--- src/rtl/prbs7_pkg.sv ---
package prbs7_pkg;

   localparam int unsigned ORDER  = 7;
   localparam int unsigned TAP_HI = 6;
   localparam int unsigned TAP_LO = 5;

   typedef logic [ORDER-1:0] prbs_state_t;

   localparam prbs_state_t DEFAULT_SEED = prbs_state_t'(7'h7F);

   function automatic logic fb_bit(input prbs_state_t s);
      return s[TAP_HI] ^ s[TAP_LO];
   endfunction

   function automatic prbs_state_t step_once(input prbs_state_t s);
      return {s[ORDER-2:0], fb_bit(s)};
   endfunction

endpackage

--- src/rtl/prbs7_step_unroll.sv ---
module prbs7_step_unroll
   import prbs7_pkg::*;
#(
   parameter int unsigned WIDTH = 8
) (
   input  prbs_state_t        state_i,
   output prbs_state_t        state_o,
   output logic [WIDTH-1:0]   word_o
);

   localparam int unsigned STAGES = WIDTH;

   prbs_state_t chain [0:STAGES];
   logic [STAGES-1:0] gen_bits;

   assign chain[0] = state_i;

   generate
      for (genvar i = 0; i < STAGES; i++) begin : g_stage
         assign gen_bits[STAGES-1-i] = fb_bit(chain[i]);
         assign chain[i+1]           = step_once(chain[i]);
      end
   endgenerate

   assign state_o = chain[STAGES];
   assign word_o  = gen_bits;

endmodule

--- src/rtl/prbs7_state_reg.sv ---
module prbs7_state_reg
   import prbs7_pkg::*;
#(
   parameter int unsigned WIDTH = 8,
   parameter prbs_state_t SEED  = DEFAULT_SEED
) (
   input  logic               clk_i,
   input  logic               rst_i,
   input  logic               en_i,
   input  prbs_state_t        nxt_state_i,
   input  logic [WIDTH-1:0]   nxt_word_i,
   output prbs_state_t        state_q,
   output logic [WIDTH-1:0]   word_q
);

   always_ff @(posedge clk_i) begin
      if (rst_i) begin
         state_q <= SEED;
         word_q  <= '0;
      end else if (en_i) begin
         state_q <= nxt_state_i;
         word_q  <= nxt_word_i;
      end
   end

endmodule

--- src/rtl/prbs7_par_gen.sv ---
module prbs7_par_gen
   import prbs7_pkg::*;
#(
   parameter int unsigned WIDTH = 8,
   parameter prbs_state_t SEED  = DEFAULT_SEED
) (
   input  logic               clk_i,
   input  logic               rst_i,
   input  logic               en_i,
   output logic [WIDTH-1:0]   data_o
);

   localparam int unsigned MIN_WIDTH = ORDER;
   localparam int unsigned MAX_WIDTH = 64;

   generate
      if (WIDTH < MIN_WIDTH || WIDTH > MAX_WIDTH) begin : g_bad_width
         $error("prbs7_par_gen: WIDTH out of supported range");
      end
      if (SEED == '0) begin : g_bad_seed
         $error("prbs7_par_gen: SEED must be nonzero");
      end
   endgenerate

   prbs_state_t       state_q;
   prbs_state_t       state_nxt;
   logic [WIDTH-1:0]  word_nxt;

   prbs7_step_unroll #(
      .WIDTH (WIDTH)
   ) u_unroll (
      .state_i (state_q),
      .state_o (state_nxt),
      .word_o  (word_nxt)
   );

   prbs7_state_reg #(
      .WIDTH (WIDTH),
      .SEED  (SEED)
   ) u_reg (
      .clk_i       (clk_i),
      .rst_i       (rst_i),
      .en_i        (en_i),
      .nxt_state_i (state_nxt),
      .nxt_word_i  (word_nxt),
      .state_q     (state_q),
      .word_q      (data_o)
   );

endmodule

--- config.mk ---
export PLATFORM = sky130hd
export DESIGN_NAME = prbs7_par_gen
export DESIGN_NICKNAME = d
export VERILOG_FILES = /design/src/rtl/prbs7_pkg.sv /design/src/rtl/prbs7_step_unroll.sv /design/src/rtl/prbs7_state_reg.sv /design/src/rtl/prbs7_par_gen.sv
export SDC_FILE = /design/constraint.sdc
export NUM_CORES = 1
export LEC_CHECK = 0
export ABC_AREA = 0
export BUFFER_PORTS_ARGS = -buffer_cell sky130_fd_sc_hd__buf_4
export CAP_MARGIN = 20
export CORE_MARGIN = 5
export CORE_UTILIZATION = 52
export DETAILED_ROUTE_END_ITERATION = 6
export HOLD_SLACK_MARGIN = 0.08
export PLACE_DENSITY = 0.78
export SLEW_MARGIN = 20
export SYNTH_ARGS = -nofsm -noshare
export SYNTH_HDL_FRONTEND = slang
export SYNTH_HIERARCHICAL = 1
export SYNTH_SLANG_ARGS = --single-unit
--- constraint.sdc ---
create_clock -name clk_i -period 1.59 [get_ports clk_i]
set_input_delay 0.159 -clock clk_i [delete_from_list [all_inputs] [get_ports clk_i]]
set_output_delay 0.159 -clock clk_i [all_outputs]
set_load 0.005 [all_outputs]
==> impl_metrics.csv <==
group,metric,value,unit
placement,place_hpwl,648,µm
clock_tree,postCtsHoldBufs,0,
setup_path,critical_path_required,1.78,ns
detailed_routing,drtIter0Drc,8,
layout,synthToLayoutAreaGrowth,4.66,%
job,cap_violations,0,
clock_tree,tritoncts,"built",
synth,synthArstFlopShare,0,
layout,layout.nets,71,
detailed_routing,dr_wl_met2,433,µm
detailed_routing,wl_met1,461,µm
die,core-area,1280,µm²
layout,final_layout_size_suffix_gt1_frac,0.239,
placement,gp_congestion,0.666,
timing,hold_violations,0,
timing,slew_headroom,0.832,
global_route,grt_pass1_vias,382,
synth,synth_top_area_cell,"dfxtp_1",
synth,synth-seq-cells,15,
clock_tree,clkLatencyLatePin,0.29,ns
layout,final_core_util,0.569,
synth,synth_top_area_share,0.430,
timing,setup_viol_count_final,0,
detailed_routing,postRouteAntennaNets,0,
global_route,antenna_found_initial,0,
setup_path,crit_type,"flip-flop to flip-flop",
timing,max_slew.worst_pin.slew,0.251,ns
layout,num_antenna_cells,0,
synth,synth.most_common_cell,"dfxtp_1",
setup_path,startpoint_type,"flip-flop",
layout,seq_area,300,µm²
detailed_routing,dr.pass1.iters,4,
power,vdd_drop_max,0.000703,V
global_route,grt_overflow_total,0,
clock_tree,clockRootBuffer,"clkbuf_4",
synth,synth_area,698,µm²
global_route,grt_pass1_wl,1690,µm
synth,synth_ff_type,"dfxtp_1",
detailed_routing,finalWirelength,964,µm
clock_tree,clock_sinks,15,
timing,min_period,1.26,ns
clock_tree,cts_setup_buffers,0,
power,power_density,1140,nW/µm²
timing,timing.final.ws_setup,0.328,ns
min_path,min_from,"rst_i",
timing,tns,0,ns
detailed_routing,met3_length,46,µm
setup_path,cp_max_fo,4,
die,ios,11,
die,die_h,46.6,µm
synth,synth.area.top_cells,"dfxtp_1 (43%), mux2i_1 (11%), a211o_1 (8.8%)",
die,num_rows,13,
timing,rsz0062_at_grt,"no",
layout,fill_cells,111,
synth,yosysSeqAreaShare,0.430,
clock_tree,h-tree-depth,1,
synth,netlist-cell-type-count,13,
detailed_routing,dr_total_vias,402,
synth,syn_nets,66,
setup_path,arrival,1.45,ns
clock_tree,clk_pin_slew,0.09,ns
synth,syn_inst,63,
placement,preCtsSetupSlack,0.337,ns
clock_tree,clockBufferDepth,2,
setup_path,startpoint,"u_reg/state_q[5]$_SDFFE_PP1P_",
detailed_routing,top_layer_used,"met4",
synth,synth_edf_count,0,
timing,maxSlewViolCount,0,
die,die_x,46.6,µm
synth,yosysWarnings,6,
die,start_util,0.543,
setup_path,ff2ff_path_depth,2,
synth,synth_top_cells_by_count,"dfxtp_1 (15), mux2i_1 (8), nor2_1 (8)",
setup_path,timing.rr.start,"u_reg/state_q[5]$_SDFFE_PP1P_",
clock_tree,numCtsBuffers,3,
run_status,status,"finished, final reports clean",
timing,fin_crit_sh,0.793,
global_route,grt_max_degree,23,
global_route,grtUsageTotal,0.114,
min_path,hp-class,"input pin to flip-flop",
layout,finalNonFillerCells,82,
synth,syn_avg_cell_area,11.1,µm²
detailed_routing,wl_per_cell,11.8,µm
timing,worst_hold_slack,0.147,ns
layout,multi_input_area,309,µm²
min_path,hold_depth,2,
detailed_routing,drc,0,
power,p_leak,0.342,nW
placement,io_buffer_count,10,
setup_path,end_kind,"flip-flop",
placement,dpl.cell_count,78,
timing,clock_skew,0.00509,ns
die,die-area,2180,µm²
clock_tree,cts_resized,0,
timing,max_freq,793,MHz
detailed_routing,vias_per_cell,4.90,
## sequential cells by signal (all words and copies together), names as in the netlist
signal and count:
u_reg/word_q 8, u_reg/state_q 7
## cells by family after synthesis
family                 share of synthesized area
AO/OA/AOI/OAI                             0.0878
XOR/XNOR                                   0.122
buffers and inverters                      0.127
flip-flops                                 0.430
multiplexers                               0.115
AND/OR/NAND/NOR                            0.118
## placed cells by master (no fill, tap or decap)
cell       n
a211o_1    7
and2b_1    1
and2b_4    2
buf_4     10
clkbuf_4   3
clkinv_2   1
dfxtp_1   15
mux2i_1    8
nor2_1     8
nor2b_1    4
xor2_1     7
xor3_1     1
## critical path, stage by stage (launching register included)
cell and delay (ns):
dfxtp_1 0.41, xor3_1 0.46, a211o_1 0.29
## area by class of cell
| cell class | instances | area share |
|---|---|---|
| multi-input combinational | 38 | 0.423 |
| sequential | 15 | 0.411 |
| timing repair buffer | 10 | 0.103 |
| clock buffer | 3 | 0.0308 |
| tap | 15 | 0.0257 |
| clock inverter | 1 | 0.00685 |
## metal layers
| metal | GRT usage | up-vias |
|---|---|---|
| met2 | 0.179 | 8 |
| met5 | 0 | - |
| met1 | 0.127 | 179 |
| met4 | 0.0994 | 0 |
| met3 | 0.0273 | 4 |
| li1 | - | 211 |
## final timing paths
path,to,slack (ns)
worst min-delay path,u_reg/word_q[2]$_SDFFE_PP0P_,0.15
worst max-delay path,u_reg/state_q[1]$_SDFFE_PP1P_,0.33
worst min register to register,u_reg/word_q[4]$_SDFFE_PP0P_,0.50
worst max register to register,u_reg/state_q[1]$_SDFFE_PP1P_,0.33
## per-stage QoR
| step | total power [W] | area, µm² |
|---|---|---|
| final | 0.000835 | 731 |
| after global routing | 0.000880 | 731 |
| after CTS | 0.000842 | 731 |
| after detailed placement | 0.000624 | 703 |
| after global placement | 0.000619 | 703 |
| after floorplan | 0.000625 | 698 |
## where the power goes
part / switching [W] / internal [W]
clock network: 0.000127 / 0.0000935
logic: 0.0000678 / 0.0000977
registers: 0.0000319 / 0.000416
Note: power is estimated with default switching activity, not from simulation.
